==> src/rtl/intr_seq_pkg.sv <==
package intr_seq_pkg;

  localparam int unsigned CTX_BYTES = 5;
  localparam logic [2:0]  CTX_LAST  = 3'(CTX_BYTES - 1);

  typedef enum logic [2:0] {
    RG_PCL = 3'd0,
    RG_PCH = 3'd1,
    RG_X   = 3'd2,
    RG_A   = 3'd3,
    RG_CC  = 3'd4
  } ctx_reg_e;

  typedef enum logic [2:0] {
    ST_IDLE,
    ST_SAVE,
    ST_VEC,
    ST_RESTORE,
    ST_RET
  } seq_state_e;

endpackage

==> src/rtl/intr_prio_pick.sv <==
module intr_prio_pick #(
  parameter int unsigned N   = 4,
  parameter int unsigned IDW = 3
) (
  input  logic [N-1:0]   req,
  input  logic           mask,
  input  logic           trap,
  output logic           take,
  output logic [IDW-1:0] id
);
  // id 0 = trap, id k+1 = source k; lower id wins
  always_comb begin
    take = 1'b0;
    id   = '0;
    if (trap) begin
      take = 1'b1;
    end else if (!mask) begin
      for (int k = N - 1; k >= 0; k--) begin
        if (req[k]) begin
          take = 1'b1;
          id   = IDW'(k + 1);
        end
      end
    end
  end
endmodule

==> src/rtl/intr_vec_reg.sv <==
module intr_vec_reg #(
  parameter int unsigned       N     = 4,
  parameter int unsigned       IDW   = 3,
  parameter logic [N:0][15:0]  TABLE = '0
) (
  input  logic           clk,
  input  logic           rst,
  input  logic           load,
  input  logic [IDW-1:0] id,
  output logic [15:0]    addr
);
  logic [15:0] lookup;

  always_comb begin
    lookup = '0;
    for (int k = 0; k <= N; k++) begin
      if (id == IDW'(k)) lookup = TABLE[k];
    end
  end

  always_ff @(posedge clk) begin
    if (rst)       addr <= '0;
    else if (load) addr <= lookup;
  end
endmodule

==> src/rtl/intr_wake_gen.sv <==
module intr_wake_gen #(
  parameter int unsigned  N         = 4,
  parameter logic [N-1:0] HALT_MASK = '0
) (
  input  logic         clk,
  input  logic         rst,
  input  logic [N-1:0] req,
  output logic         wake_wait,
  output logic         wake_halt
);
  always_ff @(posedge clk) begin
    if (rst) begin
      wake_wait <= 1'b0;
      wake_halt <= 1'b0;
    end else begin
      wake_wait <= |req;
      wake_halt <= |(req & HALT_MASK);
    end
  end
endmodule

==> src/rtl/intr_sequencer.sv <==
module intr_sequencer
  import intr_seq_pkg::*;
#(
  parameter int unsigned              NUM_SRC   = 4,
  parameter int unsigned              IDW       = $clog2(NUM_SRC + 1),
  parameter logic [NUM_SRC:0][15:0]   VEC_TABLE = {16'hFFF4, 16'hFFF6, 16'hFFF8, 16'hFFFA, 16'hFFFC},
  parameter logic [NUM_SRC-1:0]       HALT_MASK = 4'b0001
) (
  input  logic               clk,
  input  logic               rst,
  input  logic [NUM_SRC-1:0] irq_pend,
  input  logic               trap_req,
  input  logic               instr_end,
  input  logic               iret_req,
  input  logic               i_bit,
  output logic               stk_valid,
  output logic               stk_push,
  output logic [2:0]         stk_reg,
  input  logic               stk_ready,
  output logic               vec_valid,
  output logic [15:0]        vec_addr,
  output logic               mask_wr,
  output logic               mask_val,
  output logic               ack_valid,
  output logic [IDW-1:0]     ack_id,
  output logic               busy,
  output logic               wake_wait,
  output logic               wake_halt
);

  seq_state_e     state;
  logic [2:0]     step;
  logic [IDW-1:0] sel_id;
  logic           trap_pend;
  logic           trap_eff;
  logic           pick_take;
  logic [IDW-1:0] pick_id;
  logic           start_entry;
  logic           start_return;
  logic           xfer;

  assign trap_eff     = trap_pend | trap_req;
  assign start_return = (state == ST_IDLE) && iret_req;
  assign start_entry  = (state == ST_IDLE) && !iret_req && instr_end && pick_take;
  assign xfer         = stk_valid && stk_ready;

  intr_prio_pick #(.N(NUM_SRC), .IDW(IDW)) u_pick (
    .req  (irq_pend),
    .mask (i_bit),
    .trap (trap_eff),
    .take (pick_take),
    .id   (pick_id)
  );

  intr_vec_reg #(.N(NUM_SRC), .IDW(IDW), .TABLE(VEC_TABLE)) u_vec (
    .clk  (clk),
    .rst  (rst),
    .load (start_entry),
    .id   (pick_id),
    .addr (vec_addr)
  );

  intr_wake_gen #(.N(NUM_SRC), .HALT_MASK(HALT_MASK)) u_wake (
    .clk       (clk),
    .rst       (rst),
    .req       (irq_pend),
    .wake_wait (wake_wait),
    .wake_halt (wake_halt)
  );

  always_ff @(posedge clk) begin
    if (rst) begin
      state     <= ST_IDLE;
      step      <= '0;
      sel_id    <= '0;
      trap_pend <= 1'b0;
    end else begin
      trap_pend <= trap_eff && !(start_entry && pick_id == '0);
      unique case (state)
        ST_IDLE: begin
          if (start_return) begin
            state <= ST_RESTORE;
            step  <= '0;
          end else if (start_entry) begin
            state  <= ST_SAVE;
            step   <= '0;
            sel_id <= pick_id;
          end
        end
        ST_SAVE: begin
          if (xfer) begin
            if (step == CTX_LAST) state <= ST_VEC;
            else                  step  <= step + 3'd1;
          end
        end
        ST_VEC:  state <= ST_IDLE;
        ST_RESTORE: begin
          if (xfer) begin
            if (step == CTX_LAST) state <= ST_RET;
            else                  step  <= step + 3'd1;
          end
        end
        ST_RET:  state <= ST_IDLE;
        default: state <= ST_IDLE;
      endcase
    end
  end

  assign stk_valid = (state == ST_SAVE) || (state == ST_RESTORE);
  assign stk_push  = (state == ST_SAVE);
  assign stk_reg   = (state == ST_RESTORE) ? (CTX_LAST - step) : step;
  assign vec_valid = (state == ST_VEC);
  assign mask_wr   = (state == ST_VEC) || (state == ST_RET);
  assign mask_val  = (state == ST_VEC);
  assign ack_valid = (state == ST_VEC) && (sel_id != '0);
  assign ack_id    = sel_id;
  assign busy      = (state != ST_IDLE);

endmodule

==> config.mk <==
export PLATFORM = sky130hd
export DESIGN_NAME = intr_sequencer
export DESIGN_NICKNAME = d
export VERILOG_FILES = /design/src/rtl/intr_seq_pkg.sv /design/src/rtl/intr_prio_pick.sv /design/src/rtl/intr_vec_reg.sv /design/src/rtl/intr_wake_gen.sv /design/src/rtl/intr_sequencer.sv
export SDC_FILE = /design/constraint.sdc
export NUM_CORES = 1
export LEC_CHECK = 0
export BUFFER_PORTS_ARGS = -buffer_cell sky130_fd_sc_hd__buf_2
export CORE_MARGIN = 8
export CORE_UTILIZATION = 49
export CTS_BUF_LIST = sky130_fd_sc_hd__clkbuf_8 sky130_fd_sc_hd__clkbuf_16
export CTS_CLUSTER_DIAMETER = 50
export DETAILED_ROUTE_END_ITERATION = 10
export HOLD_SLACK_MARGIN = 0.1
export PLACE_DENSITY = 0.94
export SYNTH_ARGS = -nofsm -noshare
export SYNTH_HDL_FRONTEND = slang
export SYNTH_SLANG_ARGS = --single-unit
==> constraint.sdc <==
create_clock -name clk -period 3.83 [get_ports clk]
set_clock_uncertainty 0.1 [all_clocks]
set_input_delay 0.383 -clock clk [delete_from_list [all_inputs] [get_ports clk]]
set_output_delay 0.383 -clock clk [all_outputs]
set_load 0.05 [all_outputs]
* Yosys cells after proc, flatten, opt, wreduce, memory -nomap -nowiden *
Index checks and enable logic that the tools add are counted.

cells by class
  add/sub/neg operators = 2
  eq/ne operators = 16
  multiplexer cells = 30
  bitwise gates (word level) = 2
  reductions and logical operators = 22

operators by type and width
  operator                                               count
  2-to-1 mux 16 bit                                      5
  2-to-1 mux 3 bit                                       17
  equality test 3 x 2 -> 1 bit, second input constant    4
  equality test 3 bit, second input constant             3
  one-hot mux 3 bit (3 select lines)                     1
  logical AND 1 bit                                      8
  equality test 3 x 1 -> 1 bit, second input constant    2
  logical NOT 3 bit                                      2
  2-to-1 mux 1 bit                                       6
  inequality test 2 x 1 -> 1 bit, second input constant  3
  inequality test 2 bit, second input constant           3
  one-hot mux 3 bit (2 select lines)                     1
  nonzero test 3 bit                                     2
  AND reduction 5 bit                                    1
  AND reduction 4 bit                                    1
  OR reduction 4 bit                                     1
  adder 3 x 1 -> 3 bit, second input constant            1
  inequality test 3 bit, second input constant           1
  AND reduction 3 bit                                    1
  subtractor 3 bit, first input constant                 1
  logical NOT 1 bit                                      2
  logical OR 1 bit                                       2
  nonzero test 2 bit                                     1
  OR reduction 2 bit                                     1
  2 further kinds                                        2

storage, ports and cells
  flip-flop bits (word level) = 28
  bits of input ports = 11
  output and inout port bits = 31
  logic and storage cells = 79

* Logic depth before layout (Yosys ltp) *
  depth in word-level cells = 12
  mapped depth = 7
  mapped depth without buffers = 7

* Hierarchy *
From an unflattened synthesis, not the netlist that was laid out.

second synthesis, totals
  cells, all modules = 115
  area total of the unflattened synthesis = 1,008.5 um^2

by module, submodules not included
  module          times used  cells each  area an instance (um^2)
  intr_sequencer  1           72          644.4
  intr_vec_reg    1           30          255.2
  intr_wake_gen   1           5           56.3
  intr_prio_pick  1           8           52.6

* Least setup slack after synthesis *
OpenSTA, ideal clock, no wires.

  path type = reg-to-output
  from = register state[1]
  to = output port ack_valid
  data arrival time = 2,386 ps
  required time = 3,347 ps
  path slack = 961 ps
  cell stages (with the launch flop) = 4
  buffers on the path = 1
  cell sequence = dfxtp_1 buf_2 nor3b_1 o31a_1

on the way
  word-level cells in the longest chain between the ends = 2

ends and longest elaborated chain
  what                          line                   RTL
  start, declared               intr_sequencer.sv:31   seq_state_e state;
  start signal, assigned        intr_sequencer.sv:73   state <= ST_IDLE;
  start signal, assigned        intr_sequencer.sv:82   state <= ST_RESTORE;
  start signal, assigned        intr_sequencer.sv:85   state <= ST_SAVE;
  equality test 3 x 2 -> 1 bit  -
  named net mask_val            intr_sequencer.sv:23   output logic mask_val,
  logical AND 1 bit             intr_sequencer.sv:115  assign ack_valid = (state == ST_VEC) && (sel_id != '0);
  end, declared                 intr_sequencer.sv:24   output logic ack_valid,

The timed path passes the listed nets, and every way through them passes these cells.

* Worst setup path after layout *
  from = register state[2]
  to = output port stk_reg[2]

on the way
  word-level cells in the longest chain between the ends = 2

ends and longest elaborated chain
  what                          line                   RTL
  equality test 3 x 2 -> 1 bit  intr_sequencer.sv:111  assign stk_reg = (state == ST_RESTORE) ? (CTX_LAST - step) : step;
  2-to-1 mux 3 bit              intr_sequencer.sv:111
  end, declared                 intr_sequencer.sv:18   output logic [2:0] stk_reg,

No other way between the ends.

==> flow_summary_export.csv <==
group,metric,value,unit
cells_and_area,drive_gt1_frac,0.345,
clocking,clk_pin_slew,70,ps
sta,finalCritPeriodShare,0.577,
floorplan,die_w,60.0,um
synth,yosysSeqAreaShare,0.337,
sta,fmax,453,MHz
run,max_cap_violations,0,
global_route,grt_max_degree,17,
critical_path,crit_family,"flip-flops",
sta,finalSetupTns,0,ps
min_path,hold_depth,2,
critical_path,r2r-start,"state[1]$_SDFFE_PP0P_",
critical_path,worst_path_largest_cell_delay,510,ps
sta,hold_viol,0,
global_route,grtUsageTotal,0.146,
critical_path,setup.worst_path.start,"state[2]$_SDFFE_PP0P_",
synth,synth_area_leaders,"dfxtp_1 34%, buf_4 11%, a21oi_1 5.3%",
cells_and_area,multiInputGateArea,482,um2
global_route,grt_pass1_vias,920,
critical_path,path_class,"flip-flop to output port",
drt,firstDrtPassIters,5,
power,p_per_area,513,nW/um2
synth,syn_nets,130,
drt,num_vias,935,
power,peakVddDrop,259,uV
power,seq_power_share,0.340,
drt,drc_errors,0,
synth,synth_warnings,0,
clocking,cts_tree,"done",
clocking,post_cts_resized,0,
synth,yosysTopAreaCellShare,0.337,
drt,drtAntennaViolNets,0,
critical_path,crit_path_cell_trace,"nand2b_1 > inv_1 > nand2_1 > mux2_2 > buf_2",
synth,synth-seq-cells,16,
critical_path,crit_path_max_fanout,9,
cells_and_area,area_growth,16.9,%
global_route,antenna_found_initial,0,
sta,finalCriticalPeriod,2210,ps
critical_path,reg2reg_slack,1740,ps
clocking,cts-root-buf,"clkbuf_8",
synth,synth_top_cell_by_area,"dfxtp_1",
floorplan,rows,16,
status,status,"finished clean",
min_path,min_from,"irq_pend[0]",
cells_and_area,fillCellCount,181,
floorplan,start_util,0.499,
critical_path,path_buf_inv,2,
clocking,cts-buffers-inserted,3,
floorplan,fp.dieH,60.0,um
power,switching_share,0.436,
drt,post_drt_wl_per_cell,14.9,um
synth,netlist_area,950,um2
power,combPwrFrac,0.391,
drt,drt-total-wl,2.53,mm
clocking,clockBufferDepth,2,
sta,slew_viol_final,0,
power,p_int,321,uW
cells_and_area,register_area,320,um2
critical_path,critPathArrivalTime,1730,ps
power,clkPwrFrac,0.270,
drt,drtIter0Drc,44,
critical_path,end_kind,"output port",
sta,worst_pin_slew,788,ps
sta,setup_viol,0,
critical_path,required,3350,ps
global_route,grt_first_pass_wirelength,3.96,mm
synth,async_reset_ff_frac,0,
critical_path,ff2ff_path_depth,4,
critical_path,path_depth,5,
drt,via_per_inst,5.53,
synth,synth-edff-count,0,
power,leakage,0.551,nW
power,switchingPower,248,uW
floorplan,core,1900,um2
floorplan,die_area,3600,um2
cells_and_area,antennaDiodeCount,0,
place,hpwl,1.89,mm
critical_path,cp-start-kind,"flip-flop",
sta,rsz0062_at_grt,"false",
place,io_buffers,40,
critical_path,crit_slowest_cell,"dfxtp_1",
clocking,htreeDepth,1,
global_route,grt_overflow,0,
synth,ys_types,35,
clocking,clk_latency,250,ps
cells_and_area,nets,157,
synth,syn_inst,116,
sta,fin_hold_ws,303,ps
clocking,cts_hold_buffers,0,
synth,syn_avg_cell_area,8.19,um2
floorplan,num_io_pins,42,
min_path,hold_class,"primary input to flip-flop",
clocking,postCtsSetupBuffers,0,
sta,relSlewSlack,0.470,
place,gp_congestion,0.763,
synth,synth_top_flop_cell,"dfxtp_1",
clocking,clock_sinks,16,
routing by layer:
layer  vias up  track usage  wire length [um]
met1       424        0.148               948
met3         7       0.0258               273
met4         0        0.122                59
met5         -            0                 0
met2        62        0.252              1240
li1        442            -                 -
power groups by stage:
| stage | sequential (mW) | clock (mW) | combinational (mW) |
|---|---|---|---|
| floorplan | 0.205 | 0 | 0.181 |
| global placement | 0.195 | 0 | 0.214 |
| detailed placement | 0.196 | 0 | 0.220 |
| CTS | 0.193 | 0.151 | 0.222 |
| global route | 0.196 | 0.156 | 0.235 |
| finish | 0.193 | 0.153 | 0.222 |
worst reg2reg max path, stage by stage, from the launching register on:
cell and delay (ps):
dfxtp_1 410, nor4_1 730, nand3_1 270, nor4_1 370, nor3_1 100
layout make-up:
type                    count  area share
multi-input cells          77       0.434
flip-flops and latches     16       0.289
repair buffers             40       0.180
clock buffers               4      0.0496
well taps                  27      0.0304
inverters                   5      0.0169
registers in the layout (all words and copies together) (netlist names):
signal            flops
u_vec.addr            4
ack_id                3
state                 3
step                  3
trap_pend             1
u_wake.wake_halt      1
u_wake.wake_wait      1
Yosys cell counts (2+ instances only):
library cell and instances:
a21o_1 3, a21oi_1 10, buf_4 14, clkbuf_1 2, dfxtp_1 16, ha_1 3, inv_1 5, mux2_2 2
nand2_1 7, nor2_1 13, nor2b_1 4, nor3_1 5, nor4_1 2, o21ai_0 4, o31ai_1 2, or3_1 3
or4_1 3
worst paths after layout:
path / to
worst max-delay path: stk_reg[2]
worst min-delay path: u_wake.wake_halt$_SDFF_PP0_
worst max register to register: u_vec.addr[3]$_SDFFE_PP0N_
worst min register to register: u_vec.addr[1]$_SDFFE_PP0N_
placed cells by master, fill, tap and decap left out, types with 4 or more instances in the layout:
cell | netlist | layout
a21oi_1 | 10 | 10
nor2b_1 | 4 | 4
nor2_1 | 13 | 13
buf_2 | 1 | 40
dfxtp_1 | 16 | 16
nor3_1 | 5 | 5
inv_1 | 5 | 5
nand2_1 | 7 | 7
clkbuf_8 | 0 | 4
o21ai_0 | 4 | 4
cells by family after synthesis:
kind of cell    count (synthesis)  share of synthesized area
compound gates                 25                      0.169
buf+inv                        23                      0.155
xor+xnor                        1                    0.00922
mux                             3                     0.0343
other cells                     1                    0.00395
flops                          16                      0.337
fa+ha+maj                       3                     0.0395
simple gates                   44                      0.252
through the flow:
stage | util | setup WS, ps | power, mW | cell area [um2] | cells
after global routing | 0.584 | 1500 | 0.588 | 1110 | 169
final | 0.584 | 1620 | 0.569 | 1110 | 169
after detailed placement | 0.555 | 1810 | 0.417 | 1050 | 165
after floorplan | - | 961 | 0.386 | 950 | 116
after global placement | 0.555 | 1850 | 0.410 | 1050 | 165
after CTS | 0.584 | 1650 | 0.567 | 1110 | 169
Power figures use the tool's default switching activity.
